<file path="src/rtl/mwp_pkg.sv">
package mwp_pkg;
  typedef enum logic [2:0] {
    ST_OK        = 3'd0,
    ST_HDR_CRC   = 3'd1,
    ST_DATA_CRC  = 3'd2,
    ST_EARLY_END = 3'd3,
    ST_TOO_LONG  = 3'd4,
    ST_UNSUP     = 3'd5,
    ST_ERR_END   = 3'd6
  } status_e;

  typedef enum logic [3:0] {
    P_TLA, P_PID, P_INSTR, P_KEY, P_RPLY, P_ILA, P_TID, P_EXT,
    P_ADDR, P_LEN, P_HCRC, P_DATA, P_DCRC, P_END, P_DROP
  } phase_e;

  localparam logic [7:0] PROTO_ID = 8'h01;
endpackage

</file>
<file path="src/rtl/mwp_crc8.sv">
module mwp_crc8 #(
  parameter logic [7:0] POLY_REFL = 8'hE0
) (
  input  logic       clk_i,
  input  logic       rst_ni,
  input  logic       clr_i,
  input  logic       en_i,
  input  logic [7:0] data_i,
  output logic [7:0] crc_o,
  output logic [7:0] crc_nxt_o
);
  logic [7:0] crc_q;

  always_comb begin
    logic [7:0] c;
    c = crc_q;
    for (int i = 0; i < 8; i++) begin
      if (c[0] ^ data_i[i]) c = (c >> 1) ^ POLY_REFL;
      else                  c = c >> 1;
    end
    crc_nxt_o = c;
  end

  always_ff @(posedge clk_i or negedge rst_ni) begin
    if (!rst_ni)    crc_q <= '0;
    else if (clr_i) crc_q <= '0;
    else if (en_i)  crc_q <= crc_nxt_o;
  end

  assign crc_o = crc_q;
endmodule

</file>
<file path="src/rtl/mwp_pl_reg.sv">
module mwp_pl_reg #(
  parameter int W = 8
) (
  input  logic         clk_i,
  input  logic         rst_ni,
  input  logic         load_i,
  input  logic [W-1:0] data_i,
  input  logic         last_i,
  input  logic         ready_i,
  output logic         valid_o,
  output logic [W-1:0] data_o,
  output logic         last_o,
  output logic         space_o
);
  logic         valid_q, last_q;
  logic [W-1:0] data_q;

  assign space_o = !valid_q || ready_i;

  always_ff @(posedge clk_i or negedge rst_ni) begin
    if (!rst_ni) begin
      valid_q <= 1'b0;
      data_q  <= '0;
      last_q  <= 1'b0;
    end else if (load_i) begin
      valid_q <= 1'b1;
      data_q  <= data_i;
      last_q  <= last_i;
    end else if (ready_i) begin
      valid_q <= 1'b0;
      last_q  <= 1'b0;
    end
  end

  assign valid_o = valid_q;
  assign data_o  = data_q;
  assign last_o  = last_q;
endmodule

</file>
<file path="src/rtl/mwp_cmd_parser.sv">
module mwp_cmd_parser
  import mwp_pkg::*;
#(
  parameter int ADDR_BYTES     = 4,
  parameter int LEN_BYTES      = 3,
  parameter int RPLY_MAX_WORDS = 3,
  localparam int ADDR_W = 8 * ADDR_BYTES,
  localparam int LEN_W  = 8 * LEN_BYTES,
  localparam int RPLY_W = 32 * RPLY_MAX_WORDS
) (
  input  logic              clk_i,
  input  logic              rst_ni,
  input  logic              eep_reply_i,
  input  logic              rx_valid_i,
  output logic              rx_ready_o,
  input  logic [7:0]        rx_data_i,
  input  logic              rx_eop_i,
  input  logic              rx_eep_i,
  output logic              pl_valid_o,
  input  logic              pl_ready_i,
  output logic [7:0]        pl_data_o,
  output logic              pl_last_o,
  output logic              hdr_valid_o,
  output logic [7:0]        tgt_la_o,
  output logic [7:0]        instr_o,
  output logic [7:0]        key_o,
  output logic [RPLY_W-1:0] reply_addr_o,
  output logic [7:0]        init_la_o,
  output logic [15:0]       tid_o,
  output logic [ADDR_W+7:0] mem_addr_o,
  output logic [LEN_W-1:0]  len_o,
  output logic              stat_valid_o,
  output logic [2:0]        stat_code_o,
  output logic              stat_reply_o
);
  phase_e              state_q;
  logic [LEN_W-1:0]    cnt_q, len_q;
  logic [ADDR_W-1:0]   addr_q;
  logic [RPLY_W-1:0]   reply_q;
  logic [15:0]         tid_q;
  logic [7:0]          tla_q, instr_q, key_q, ila_q, ext_q;
  logic                hdr_pass_q, hdr_valid_q;
  logic                stat_valid_q, stat_reply_q;
  status_e             stat_code_q;

  logic       is_mark, rx_fire, pl_space, pl_load, pl_last;
  logic [7:0] crc_q, crc_nxt;
  logic       end_reply;
  status_e    end_code;
  logic [3:0] rply_last;

  assign is_mark    = rx_eop_i || rx_eep_i;
  assign rx_ready_o = (state_q != P_DATA) || pl_space;
  assign rx_fire    = rx_valid_i && rx_ready_o;
  assign pl_load    = rx_fire && !is_mark && (state_q == P_DATA);
  assign pl_last    = (cnt_q == len_q - LEN_W'(1));
  assign rply_last  = {instr_q[1:0], 2'b00} - 4'd1;

  mwp_crc8 u_crc (
    .clk_i    (clk_i),
    .rst_ni   (rst_ni),
    .clr_i    (rx_fire && (is_mark || state_q == P_HCRC)),
    .en_i     (rx_fire && !is_mark),
    .data_i   (rx_data_i),
    .crc_o    (crc_q),
    .crc_nxt_o(crc_nxt)
  );

  mwp_pl_reg #(.W(8)) u_pl (
    .clk_i  (clk_i),
    .rst_ni (rst_ni),
    .load_i (pl_load),
    .data_i (rx_data_i),
    .last_i (pl_last),
    .ready_i(pl_ready_i),
    .valid_o(pl_valid_o),
    .data_o (pl_data_o),
    .last_o (pl_last_o),
    .space_o(pl_space)
  );

  always_comb begin
    end_reply = hdr_pass_q && instr_q[3] && (!rx_eep_i || eep_reply_i);
    if (rx_eep_i)              end_code = ST_ERR_END;
    else if (state_q != P_END) end_code = ST_EARLY_END;
    else if (crc_q == 8'h00)   end_code = ST_OK;
    else                       end_code = ST_DATA_CRC;
  end

  always_ff @(posedge clk_i or negedge rst_ni) begin
    if (!rst_ni) begin
      state_q      <= P_TLA;
      cnt_q        <= '0;
      len_q        <= '0;
      addr_q       <= '0;
      reply_q      <= '0;
      tid_q        <= '0;
      tla_q        <= '0;
      instr_q      <= '0;
      key_q        <= '0;
      ila_q        <= '0;
      ext_q        <= '0;
      hdr_pass_q   <= 1'b0;
      hdr_valid_q  <= 1'b0;
      stat_valid_q <= 1'b0;
      stat_reply_q <= 1'b0;
      stat_code_q  <= ST_OK;
    end else begin
      stat_valid_q <= 1'b0;
      hdr_valid_q  <= 1'b0;
      if (rx_fire && is_mark) begin
        state_q    <= P_TLA;
        cnt_q      <= '0;
        hdr_pass_q <= 1'b0;
        if (state_q != P_TLA && state_q != P_DROP) begin
          stat_valid_q <= 1'b1;
          stat_code_q  <= end_code;
          stat_reply_q <= end_reply;
        end
      end else if (rx_fire) begin
        case (state_q)
          P_TLA:   begin tla_q <= rx_data_i; state_q <= P_PID; end
          P_PID:   state_q <= (rx_data_i == PROTO_ID) ? P_INSTR : P_DROP;
          P_INSTR: begin instr_q <= rx_data_i; state_q <= P_KEY; end
          P_KEY: begin
            key_q   <= rx_data_i;
            reply_q <= '0;
            cnt_q   <= '0;
            state_q <= (instr_q[1:0] == 2'd0) ? P_ILA : P_RPLY;
          end
          P_RPLY: begin
            reply_q <= {reply_q[RPLY_W-9:0], rx_data_i};
            if (cnt_q[3:0] == rply_last) begin cnt_q <= '0; state_q <= P_ILA; end
            else cnt_q <= cnt_q + LEN_W'(1);
          end
          P_ILA: begin ila_q <= rx_data_i; cnt_q <= '0; state_q <= P_TID; end
          P_TID: begin
            tid_q <= {tid_q[7:0], rx_data_i};
            if (cnt_q == LEN_W'(1)) begin cnt_q <= '0; state_q <= P_EXT; end
            else cnt_q <= cnt_q + LEN_W'(1);
          end
          P_EXT: begin ext_q <= rx_data_i; state_q <= P_ADDR; end
          P_ADDR: begin
            addr_q <= {addr_q[ADDR_W-9:0], rx_data_i};
            if (cnt_q == LEN_W'(ADDR_BYTES - 1)) begin cnt_q <= '0; state_q <= P_LEN; end
            else cnt_q <= cnt_q + LEN_W'(1);
          end
          P_LEN: begin
            len_q <= {len_q[LEN_W-9:0], rx_data_i};
            if (cnt_q == LEN_W'(LEN_BYTES - 1)) begin cnt_q <= '0; state_q <= P_HCRC; end
            else cnt_q <= cnt_q + LEN_W'(1);
          end
          P_HCRC: begin
            cnt_q <= '0;
            if (crc_nxt != 8'h00) begin
              stat_valid_q <= 1'b1;
              stat_code_q  <= ST_HDR_CRC;
              stat_reply_q <= 1'b0;
              state_q      <= P_DROP;
            end else begin
              hdr_pass_q <= 1'b1;
              if (!(instr_q[6] && instr_q[5])) begin
                stat_valid_q <= 1'b1;
                stat_code_q  <= ST_UNSUP;
                stat_reply_q <= instr_q[3];
                state_q      <= P_DROP;
              end else begin
                hdr_valid_q <= 1'b1;
                state_q     <= (len_q == '0) ? P_DCRC : P_DATA;
              end
            end
          end
          P_DATA: begin
            cnt_q <= cnt_q + LEN_W'(1);
            if (pl_last) state_q <= P_DCRC;
          end
          P_DCRC: state_q <= P_END;
          P_END: begin
            stat_valid_q <= 1'b1;
            stat_code_q  <= ST_TOO_LONG;
            stat_reply_q <= instr_q[3];
            state_q      <= P_DROP;
          end
          default: ;
        endcase
      end
    end
  end

  assign hdr_valid_o  = hdr_valid_q;
  assign tgt_la_o     = tla_q;
  assign instr_o      = instr_q;
  assign key_o        = key_q;
  assign reply_addr_o = reply_q;
  assign init_la_o    = ila_q;
  assign tid_o        = tid_q;
  assign mem_addr_o   = {ext_q, addr_q};
  assign len_o        = len_q;
  assign stat_valid_o = stat_valid_q;
  assign stat_code_o  = stat_code_q;
  assign stat_reply_o = stat_reply_q;
endmodule

</file>
<file path="config.mk">
export PLATFORM = sky130hd
export DESIGN_NAME = mwp_cmd_parser
export DESIGN_NICKNAME = d
export VERILOG_FILES = /design/src/rtl/mwp_pkg.sv /design/src/rtl/mwp_crc8.sv /design/src/rtl/mwp_pl_reg.sv /design/src/rtl/mwp_cmd_parser.sv
export SDC_FILE = /design/constraint.sdc
export NUM_CORES = 1
export LEC_CHECK = 0
export CAP_MARGIN = 20
export CELL_PAD_IN_SITES_DETAIL_PLACEMENT = 1
export CELL_PAD_IN_SITES_GLOBAL_PLACEMENT = 2
export CORE_MARGIN = 10
export CORE_UTILIZATION = 36
export CTS_CLUSTER_SIZE = 8
export DETAILED_ROUTE_END_ITERATION = 8
export DONT_BUFFER_PORTS = 1
export GPL_TIMING_DRIVEN = 0
export HOLD_SLACK_MARGIN = 0.08
export MAX_ROUTING_LAYER = met4
export PLACE_DENSITY_LB_ADDON = 0.1
export SETUP_SLACK_MARGIN = 0.15
export SLEW_MARGIN = 25
export SYNTH_ARGS = -nofsm -noshare
export SYNTH_HDL_FRONTEND = slang
export SYNTH_SLANG_ARGS = --single-unit
export TNS_END_PERCENT = 1
</file>
<file path="constraint.sdc">
create_clock -name clk_i -period 2.7 [get_ports clk_i]
set_clock_uncertainty 0.1 [all_clocks]
set_input_delay 0.27 -clock clk_i [delete_from_list [all_inputs] [get_ports clk_i]]
set_output_delay 0.27 -clock clk_i [all_outputs]
set_load 0.02 [all_outputs]
</file>
# Yosys cells after proc, flatten, opt, wreduce, memory -nomap -nowiden
# Index checks and enable logic that the tools add are counted.
# W data, S select, Z words.
op_classes:
  reduce_logical: 45
  mul: 0
  n_eq_ne: 30
  n_addsub: 3
  bitwise: 17
  n_mux: 64
  n_lt_le_gt_ge: 0
  n_shift: 0
  div_mod_pow: 0
op_table:
  columns: ["operator", "n"]
  rows:
  - ["$pmux W96 S2", 1]
  - ["$mux W24", 6]
  - ["$pmux W24 S6", 1]
  - ["$mux W8", 10]
  - ["$pmux W4 S14", 1]
  - ["$eq A24 B2 Y1 const B", 2]
  - ["$mux W4", 8]
  - ["$reduce_and A3 Y1", 10]
  - ["$mux W3", 9]
  - ["$add A24 B1 Y24 const B", 1]
  - ["$eq A24 B1 Y1 const B", 1]
  - ["$eq A24 B24 Y1", 1]
  - ["$eq A4 B4 Y1 const B", 6]
  - ["$logic_not A24 Y1", 1]
  - ["$not A2 Y3", 8]
  - ["$sub A24 B1 Y24 const B", 1]
  - ["$mux W1", 23]
  - ["$eq A4 B3 Y1 const B", 4]
  - ["$ne A4 B4 Y1 const B", 4]
  - ["$reduce_bool A15 Y1", 1]
  - ["$ne A3 B3 Y1 const B", 4]
  - ["$reduce_bool A2 Y1", 5]
  - ["$logic_and A1 B1 Y1", 9]
  - ["$eq A4 B2 Y1 const B", 2]
  - ["25 further kinds", 40]
word_totals:
  output_inout_bits: 225
  ff_bits: 261
  memories: 0
  romBits: 0
  elab_cells: 179
  inputBits: 15
  latchBits: 0
  ram_bits: 0

# Depth between registers and ports, before layout
# Gate-level depths: netlist of run 1.
depth:
  word_depth: 21
  depth_mapped: 11
  mapped_depth_nobuf: 10

# Hierarchy
# A second synthesis of run 1 with hierarchy kept.
hier_totals:
  hier_cells: 1208
  area_unflattened_um2: 12440.7
by_module_without_submodules:
  columns: ["module", "cells_each", "instances", "area_per_inst_um2"]
  rows:
  - ["mwp_cmd_parser", 1123, 1, 11382.2]
  - ["mwp_crc8", 62, 1, 655.6]
  - ["mwp_pl_reg", 23, 1, 402.9]

# Worst setup path before layout of run 1
# No wires, ideal clock.
synth_path:
  kind: "register to register"
  start: "register len_q[3] (netlist: len_o[3])"
  end: "register state_q[1]"
  setup_slack_ns: -0.156
  setup_time_ns: 0.125
  path_buffers: 1
  arrival_ns: 2.632
  stages_incl_launch_ff: 10
  required_ns: 2.475
  cell_sequence: "dfrtp_1 -> clkbuf_1 -> nor3_1 -> nand3_1 -> or3_1 -> o31ai_1 -> and4_1 -> nand4_1 -> nand3_1 -> mux2_2"
synth_via:
  elab_chain_cells: 7
synth_rtl:
  columns: ["element", "line", "source"]
  rows:
  - ["from (decl)", "mwp_cmd_parser.sv:37", "logic [LEN_W-1:0] cnt_q, len_q;"]
  - ["from (signal assigned)", "mwp_cmd_parser.sv:149", "len_q <= {len_q[LEN_W-9:0], rx_data_i};"]
  - ["parallel branches: the longest is 7 deep, another holds $sub A24 B1 Y24", null, null]
  - ["to (signal assigned)", "mwp_cmd_parser.sv:123", "P_PID: state_q <= (rx_data_i == PROTO_ID) ? P_INSTR : P_DROP;"]
  - ["to (signal assigned)", "mwp_cmd_parser.sv:129", "state_q <= (instr_q[1:0] == 2'd0) ? P_ILA : P_RPLY;"]
  - ["to (signal assigned)", "mwp_cmd_parser.sv:169", "state_q <= (len_q == '0) ? P_DCRC : P_DATA;"]
  - ["to (decl)", "mwp_cmd_parser.sv:36", "phase_e state_q;"]
# Parallel ways; which one is timed is not known. The select of a mux whose other input is x is not followed.
# A chain may end at the register's enable or synchronous reset.

# Worst setup path after layout of run 1
layout_path:
  start: "register len_q[2] (netlist: len_o[2])"
  end: "register state_q[2]"
# The elaborated chain is that of the path after synthesis.

==> impl_metrics.json, run 1 <==
{
  "clockBufferDepth": 3,
  "path_max_fanout": 5,
  "startpoint_type": "register",
  "grt_pass1_wl_microns": 61400,
  "fmax_mhz": 348,
  "critPathTopFamily": "simple AND/OR/NAND/NOR gates",
  "die_w_microns": 202,
  "grt_pass1_vias": 9554,
  "htreeDepth": 2,
  "yosys_warnings": 0,
  "worst_slew_pin_slew_ns": 0.932,
  "ant_nets": 0,
  "finalWirelength_microns": 40100,
  "fin_ws_ns": -0.173,
  "slew_viol_final": 0,
  "layout.nets": 1262,
  "netlist_area_sq_um": 12000,
  "postSynthAreaPerCell_sq_um": 10.3,
  "numPortBuffers": 0,
  "die-area_sq_um": 41000,
  "synth-edff-count": 0,
  "post-synth-top-count-cell": "dfrtp_1",
  "drc": 0,
  "chipHeight_microns": 202,
  "cp_data_required_time_ns": 2.99,
  "drive_gt1_share_pct": 27.1,
  "slew_headroom_pct": 37.8,
  "path_clk_slew_ns": 0.05,
  "wl_per_cell_microns": 23.7,
  "path_depth": 10,
  "setup_violations": 5,
  "dp_hpwl_microns": 28100,
  "finalCritPeriodShare_pct": 106,
  "synth_area_leaders": "dfrtp_1 (54%), mux2_2 (11%), nand2_1 (7.8%), o21ai_0 (5.4%), xnor2_1 (2.8%)",
  "clk_latency_ns": 0.53,
  "antenna_found_initial": 1,
  "area_delta_synth_final_pct": 21.3,
  "nFillCells": 3575,
  "violations": "hold timing, setup timing",
  "ff2ff_path_depth": 10,
  "ios": 240,
  "cts.sinks": 261,
  "synth_seq_area_share_pct": 54.5,
  "cpPeakStageDelay_ns": 0.48,
  "period_needed_ns": 2.87,
  "drt_iter0_drc": 341,
  "grt_usage_pct": 19.5,
  "endpoint_kind": "register",
  "critPathArrivalTime_ns": 3.16,
  "ys_ff_latch": 261,
  "clockRootBuffer": "clkbuf_16",
  "ctsHoldBuffers": 8,
  "tritoncts": "done",
  "synth_cells": 1164,
  "cap_violations": 0,
  "initial_core_util_pct": 36.7,
  "synth_area_leader_cell": "dfrtp_1",
  "crit_chain": "buf_8, nor4_4, buf_4, nand2_2, or4b_4, nand3_2, and4_1, nand4_1, nand3_2, mux2_4",
  "syn_nets": 1186,
  "grt_max_degree": 262,
  "p_per_area_nw_per_um2": 702,
  "ys_async_sr_fraction_pct": 100,
  "cts-buffers-inserted": 38,
  "criticalPathCategory": "reg -> reg",
  "vias": 9038,
  "hold_viol_final": 261,
  "cpMaxStageDelayCell": "or4b_4",
  "cp_common_cell": "nand3_2",
  "vdd_drop_max_mv": 0.380,
  "critPathBufInv": 2,
  "leakage_nw": 6.43,
  "rsz0062_at_grt": "true",
  "synthTopCellsByCount": "dfrtp_1 (261), nand2_1 (248), o21ai_0 (129)",
  "core_sq_um": 32700,
  "drtPass1Iterations": 4,
  "viasPerCell": 5.35,
  "hold_class": "in -> async",
  "synth_top_area_share_pct": 54.5,
  "fin_util_pct": 44.5,
  "gp_congestion": 0.784,
  "fin_hold_ws_ns": -0.642,
  "grt-ovfl-total": 0,
  "synth_cell_type_count": 57,
  "row_count": 66,
  "status": "finished, violations left",
  "synth_flop_cell": "dfrtp_1"
}
==> state kept, by name, indices dropped and copies added (netlist names), 3 cells and up <==
name          cells
u_pl.data_o       8
len_o            24
state_q           4
key_o             8
reply_addr_o     96
tid_o            16
u_crc.crc_o       8
ext_q             8
cnt_q            24
tgt_la_o          8
init_la_o         8
instr_o           8
stat_code_o       3
addr_q           32
==> per-layer routing <==
metal / vias up / share of wire [%] / track usage (%) / wire length, microns
met2: 220 / 49 / 31.9 / 19600
li1: 4156 / - / - / -
met1: 4608 / 40 / 22.3 / 16200
met3: 54 / 8.9 / 7.58 / 3560
met4: 0 / 1.7 / 4.10 / 669
met5: - / 0 / - / 0
==> cells in the final DEF, fill, tap and decap left out, drive strengths merged, types with 2 or more instances in the layout <==
master	netlist	final
nor4b	2	2
nand2	248	248
or4	2	2
nor2b	7	7
dfrtp	261	261
xor2	20	20
o211ai	2	2
nand4	13	13
mux2	121	121
o22ai	2	2
o311ai	3	3
nand3	18	18
and3	8	8
a21oi	18	18
nand2b	5	5
inv	16	18
xnor2	39	39
dlygate4sd3	0	8
and2	7	7
a221oi	2	2
or3	4	4
nor3	22	22
mux2i	6	6
or2	6	6
nor2	57	57
clkbuf	64	98
buf	7	43
a31oi	3	3
xnor3	4	4
a22o	4	4
nor3b	2	2
o31ai	7	7
nor4	19	19
ha	7	7
a211oi	5	5
nand4b	2	2
o21ai	140	140
==> layout make-up <==
cell class	instances	area, sq um	area share, %
multi-input combinational	816	5540	38.1
antenna	1	2.50	0.0172
sequential	261	6560	45.1
inverter	16	62.6	0.430
clock inverter	3	33.8	0.232
clock buffer	42	976	6.71
buffer	71	514	3.54
tap	442	553	3.80
timing repair buffer	36	298	2.05
==> worst reg2reg max path: cells and delay by family, from the launching register on <==
kind / cells / cell delay (ns)
buffers and inverters: 2 / 0.35
flip-flops: 1 / 0.47
multiplexers: 1 / 0.31
AND/OR/NAND/NOR: 7 / 1.52
==> power by group <==
group | internal, mW | leakage, nW | switching [mW] | total, mW
logic | 0.641 | 2.38 | 0.629 | 1.27
registers | 4.16 | 3.55 | 0.567 | 4.73
clock network | 2.53 | 0.495 | 1.68 | 4.21
==> cell families (layout without fill, tap and decap cells) <==
family	count (synthesis)	after routing	synth area share [%]
buffers and inverters	87	168	2.79
AO/OA/AOI/OAI	193	193	9.04
adder cells (fa/ha/maj)	8	8	0.814
AND/OR/NAND/NOR	425	425	15.8
flip-flops	261	261	54.5
multiplexers	127	127	11.9
XOR/XNOR	63	63	5.13
other	0	1	0
==> final timing paths <==
kind | startpoint | end | slack [ns]
setup / recovery | len_o[2] | state_q[2] | -0.17
hold / removal | rst_ni | reply_addr_o[93] | -0.64
setup reg to reg | len_o[2] | state_q[2] | -0.17
hold reg to reg | hdr_pass_q | hdr_pass_q | 0.41
max in group asynchronous | rst_ni | cnt_q[0] | 2.32
min in group clk_i | rx_eop_i | hdr_valid_o | 0.09
==> through the flow <==
| step | instances | setup WS, ns | power (mW) | instance area (sq um) | TNS, ns |
|---|---|---|---|---|---|
| after global routing | 1688 | -0.257 | 10.7 | 14500 | -1.43 |
| after global placement | 1606 | -0.939 | 5.85 | 12700 | -168.27 |
| final | 1688 | -0.173 | 10.2 | 14500 | -0.479 |
| after floorplan | 1164 | 0.114 | 5.49 | 12100 | 0 |
| after CTS | 1683 | -0.102 | 10.3 | 14400 | -0.352 |
| after detailed placement | 1606 | -0.961 | 5.87 | 12700 | -172.77 |
==> what timing repair did <==
action / CTS / global route
gates resized for setup: 144 / 46
pin swaps: 29 / 10
setup buffers: 24 / 4
hold endpoints to repair: 275 / 261
endpoints found under the setup margin: 258 / 219
(Power assumes the default switching activity.)
==> run 2, diff against run 1 <==
Settings changed: REMOVE_ABC_BUFFERS set to 1.
==> run 2 against run 1 <==
Against the previous run: the run still ends with hold timing, setup timing left; core utilization is 0.71 points higher; sequential power hardly changed; final area is 1.6% higher; global-route usage is 0.54 points lower; sequential share of layout area is 0.59 points lower; hold slack better by 0.0054 ns; critical path depth is 2 lower; first-iteration DRC count is 0.59% lower; sequential cell count stayed put; combinational power is 7% higher.
==> impl_metrics.json, run 2 (same netlist as run 1, synthesis figures left out) <==
{
  "status": "finished, violations left",
  "violations": "hold timing, setup timing",
  "slew_headroom_pct": 44.2,
  "tritoncts": "done",
  "chipHeight_microns": 202,
  "drc": 0,
  "finalWirelength_microns": 38900,
  "criticalPathCategory": "reg -> reg",
  "setup_violations": 4,
  "place_ws_ns": -1.44,
  "viasPerCell": 5.36,
  "cp_data_required_time_ns": 3.00,
  "numPortBuffers": 0,
  "vias": 8859,
  "worst_slew_pin_slew_ns": 0.833,
  "clockRootBuffer": "clkbuf_16",
  "startpoint_type": "register",
  "fin_cells": 1653,
  "hold_class": "in -> async",
  "grt_pass1_vias": 9499,
  "regToRegEndpoint": "state_q[2]",
  "grt-ovfl-total": 0,
  "clk_latency_ns": 0.52,
  "p_per_area_nw_per_um2": 696,
  "fin_ws_ns": -0.0720,
  "final_common_cell": "nand2_1",
  "dp_hpwl_microns": 24700,
  "placed_area_sq_um": 12500,
  "use_met3_pct": 7.29,
  "hold_viol_final": 261,
  "htreeDepth": 2,
  "tns_ns": -0.208,
  "grt_util_met2_pct": 29.3,
  "place_inst": 1550,
  "mostFrequentLayoutCells": "nand2_1 (242), dfrtp_1 (233), o21ai_0 (107)",
  "wl_per_cell_microns": 23.5,
  "finalCritPeriodShare_pct": 103,
  "path_clk_slew_ns": 0.05,
  "row_count": 66,
  "area_delta_synth_final_pct": 23.2,
  "endpoint_kind": "register",
  "met1_usage_pct": 23.1,
  "ios": 240,
  "path_max_fanout": 7,
  "layout.nets": 1229,
  "die-area_sq_um": 41000,
  "final_cell_area_sq_um": 14800,
  "grt_usage_pct": 19.0,
  "antenna_found_initial": 0,
  "period_needed_ns": 2.77,
  "initial_core_util_pct": 36.7,
  "nFillCells": 3532,
  "critPathArrivalTime_ns": 3.07,
  "top_usage_layer": "met2",
  "gp_congestion": 0.790,
  "rsz0062_at_grt": "true",
  "cts-buffers-inserted": 38,
  "fin_hold_ws_ns": -0.636,
  "fmax_mhz": 361,
  "slew_viol_final": 0,
  "drt_iter0_drc": 339,
  "r2r_setup_slack_ns": -0.07,
  "cap_violations": 0,
  "drive_gt1_share_pct": 28.1,
  "largest_reg_flops": 96,
  "r2r-start": "len_o[7]",
  "core_sq_um": 32700,
  "clockBufferDepth": 3,
  "grt_pass1_wl_microns": 59700,
  "vdd_drop_max_mv": 0.486,
  "leakage_nw": 6.40,
  "cts.sinks": 261,
  "num_antenna_cells": 0,
  "ant_nets": 0,
  "die_w_microns": 202,
  "ff2ff_path_depth": 8,
  "grt_max_degree": 262,
  "drtPass1Iterations": 4
}
==> run 2: final cells by class <==
type                    instances  area, sq um  share of cell area (%)
well taps                     442          553                    3.74
repair buffers                 73          757                    5.12
clock inverters                 3         33.8                   0.229
flip-flops and latches        261         6570                    44.5
clock buffers                  41          962                    6.51
multi-input cells             817         5830                    39.5
inverters                      16         60.1                   0.407
==> run 2: per-layer routing <==
metal | share of wire, % | vias to the layer above
met5 | 0 | -
met4 | 1.9 | 0
met3 | 9.4 | 51
met2 | 46 | 229
met1 | 43 | 4512
li1 | - | 4067
==> run 2: power breakdown <==
| part | internal [mW] | leakage (nW) | switching (mW) |
|---|---|---|---|
| Sequential | 4.16 | 3.54 | 0.587 |
| Combinational | 0.721 | 2.38 | 0.635 |
| Clock | 2.50 | 0.488 | 1.68 |
==> run 2: critical path: stages (launching register included) <==
cell and delay, ns:
dfrtp_4 0.58, nor4_4 0.31, nand2_2 0.12, or3_1 0.42, o31ai_4 0.24, and4_4 0.27, nand4_1 0.14, nand3_2 0.16
mux2_4 0.31
==> run 2: how the worst max path moves through the flow <==
| stage | start | endpoint | slack, ns | cells after the start |
|---|---|---|---|---|
| 3_3_place_gp | state_q[2] | reply_addr_o[18] | -7.06 | 8 |
| 2_1_floorplan | state_q[2] | addr_q[0] | -2.59 | 6 |
| 5_1_grt | len_o[2] | state_q[1] | -0.22 | 10 |
| 6_report | len_o[7] | state_q[2] | -0.07 | 8 |
| 3_5_place_dp | state_q[2] | addr_q[25] | -1.44 | 9 |
| 4_1_cts | len_o[17] | state_q[3] | -0.06 | 9 |
==> run 2: metrics by stage <==
step,utilization [%],hold WS [ns],power [mW]
floorplan,-,-0.126,5.42
global placement,37.5,-0.117,5.74
detailed placement,38.3,-0.116,5.77
CTS,44.1,-0.659,10.4
global route,45.2,-0.660,10.8
finish,45.2,-0.636,10.3
==> run 2: repair_timing <==
action | in CTS | in global routing
hold endpoints to repair | 353 | 264
hold buffers | 17 | 1
pin swaps | 33 | 26
gates resized for setup | 113 | 106
buffers inserted | 40 | 0
setup endpoints to repair | 262 | 125
cloned | 1 | 0
==> run 3, diff against run 2 <==
Settings changed: CORE_UTILIZATION 36 to 37, CTS_BUF_LIST set to sky130_fd_sc_hd__clkbuf_4.
==> run 3 against run 2 <==
Against the previous run: the run still ends with hold timing, setup timing left; register-to-register slack got worse by 0.07 ns; largest cell class unchanged; sequential share of layout area increased by 1.1 points; count of clock-buffer cells in the layout increased by 66; via count increased by 2.2%.
==> impl_metrics.json, run 3 (same netlist as run 1, synthesis figures left out) <==
{
  "status": "finished, violations left",
  "violations": "hold timing, setup timing",
  "ios": 240,
  "final_common_cell": "nand2_1",
  "vdd_drop_max_mv": 0.560,
  "rsz0062_at_grt": "true",
  "p_per_area_nw_per_um2": 674,
  "hold_class": "in -> async",
  "clk_latency_ns": 0.69,
  "fin_cells": 1730,
  "die-area_sq_um": 40000,
  "numPortBuffers": 0,
  "htreeDepth": 3,
  "cpMaxStageDelayCell": "xnor3_2",
  "crit_chain": "xor2_2, xnor3_2, or4_4, a21oi_4, nand4b_1, a211oi_2, nor2_1, mux2_4",
  "drc": 0,
  "place_inst": 1543,
  "drive_gt1_share_pct": 30.0,
  "cts-buffers-inserted": 76,
  "setup_violations": 9,
  "grt_pass1_wl_microns": 58000,
  "worst_slew_pin_slew_ns": 0.825,
  "fin_util_pct": 45.3,
  "ant_nets": 0,
  "tritoncts": "done",
  "cp_data_required_time_ns": 3.16,
  "slew_headroom_pct": 44.8,
  "area_delta_synth_final_pct": 20.2,
  "viasPerCell": 5.23,
  "grt-ovfl-total": 0,
  "placed_area_sq_um": 12500,
  "hold_viol_final": 261,
  "fin_hold_ws_ns": -0.833,
  "clockBufferDepth": 3,
  "r2r-start": "u_crc.crc_o[0]",
  "finalWirelength_microns": 38200,
  "grt_usage_pct": 19.3,
  "cap_violations": 0,
  "tns_ns": -0.478,
  "slew_viol_final": 0,
  "period_needed_ns": 2.84,
  "fmax_mhz": 352,
  "core_sq_um": 31800,
  "endpoint_kind": "register",
  "clockRootBuffer": "clkbuf_4",
  "row_count": 65,
  "leakage_nw": 6.39,
  "vias": 9055,
  "mostFrequentLayoutCells": "nand2_1 (244), dfrtp_1 (235), o21ai_0 (128)",
  "chipHeight_microns": 200,
  "path_clk_slew_ns": 0.06,
  "initial_core_util_pct": 37.7,
  "startpoint_type": "register",
  "largest_reg_flops": 96,
  "dp_hpwl_microns": 24700,
  "drt_iter0_drc": 397,
  "r2r_setup_slack_ns": -0.14,
  "critPathArrivalTime_ns": 3.30,
  "p_total_mw": 9.71,
  "finalCritPeriodShare_pct": 105,
  "place_ws_ns": -1.65,
  "antenna_found_initial": 2,
  "grt_pass1_vias": 9512,
  "criticalPathCategory": "reg -> reg",
  "fin_ws_ns": -0.142,
  "layout.nets": 1269,
  "regToRegEndpoint": "state_q[2]",
  "gp_congestion": 0.831,
  "die_w_microns": 200,
  "wl_per_cell_microns": 22.1,
  "cpPeakStageDelay_ns": 0.49,
  "grt_max_degree": 262,
  "path_max_fanout": 4,
  "ff2ff_path_depth": 8,
  "drtPass1Iterations": 5,
  "final_cell_area_sq_um": 14400,
  "cts.sinks": 261
}
## run 3: worst max path at each step
stage                         from               end  cells past startpoint
finish              u_crc.crc_o[0]        state_q[2]                      8
detailed placement      state_q[2]        addr_q[25]                     10
global route        u_crc.crc_o[0]        state_q[0]                     10
floorplan               state_q[2]         addr_q[0]                      6
CTS                      len_o[17]        state_q[1]                      8
global placement        state_q[2]  reply_addr_o[22]                      7
## run 3: worst max-delay path: cells and delay by family (launching register included)
family | cells | cell delay [ns]
AOI/OAI and AO/OA | 2 | 0.48
and+or+nand+nor | 3 | 0.72
xor gates and xnor gates | 2 | 0.75
muxes | 1 | 0.27
DFF | 1 | 0.42
## run 3: timing repair
action                                  4_1_cts  5_1_grt
endpoints found under the setup margin      262      187
buffers inserted                             30        5
hold buffers                                 23        3
gates resized for setup                      93       42
pin swaps                                    21       16
endpoints found under the hold margin       395      273
## run 3: power breakdown
part | internal [mW] | switching, mW | leakage (nW)
clock network | 1.82 | 1.69 | 0.538
registers | 4.16 | 0.576 | 3.54
logic | 0.811 | 0.656 | 2.31
## run 3: layout make-up
cell class                      instances  area (sq um)
Antenna cell                            1          2.50
Sequential cell                       261          6570
Tap cell                              435           544
Clock inverter                         18          83.8
Clock buffer                          107           803
Fill cell                            3505         17400
Timing Repair Buffer                   76           749
Inverter                               16          60.1
Multi-Input combinational cell        816          5590
## run 3: layer usage
metal	global-route usage [%]	share of wire, %	up-vias
met2	27.8	44	264
met4	6.65	2.4	0
met1	23.7	43	4539
met3	8.59	11	63
met5	-	0	-
li1	-	-	4189
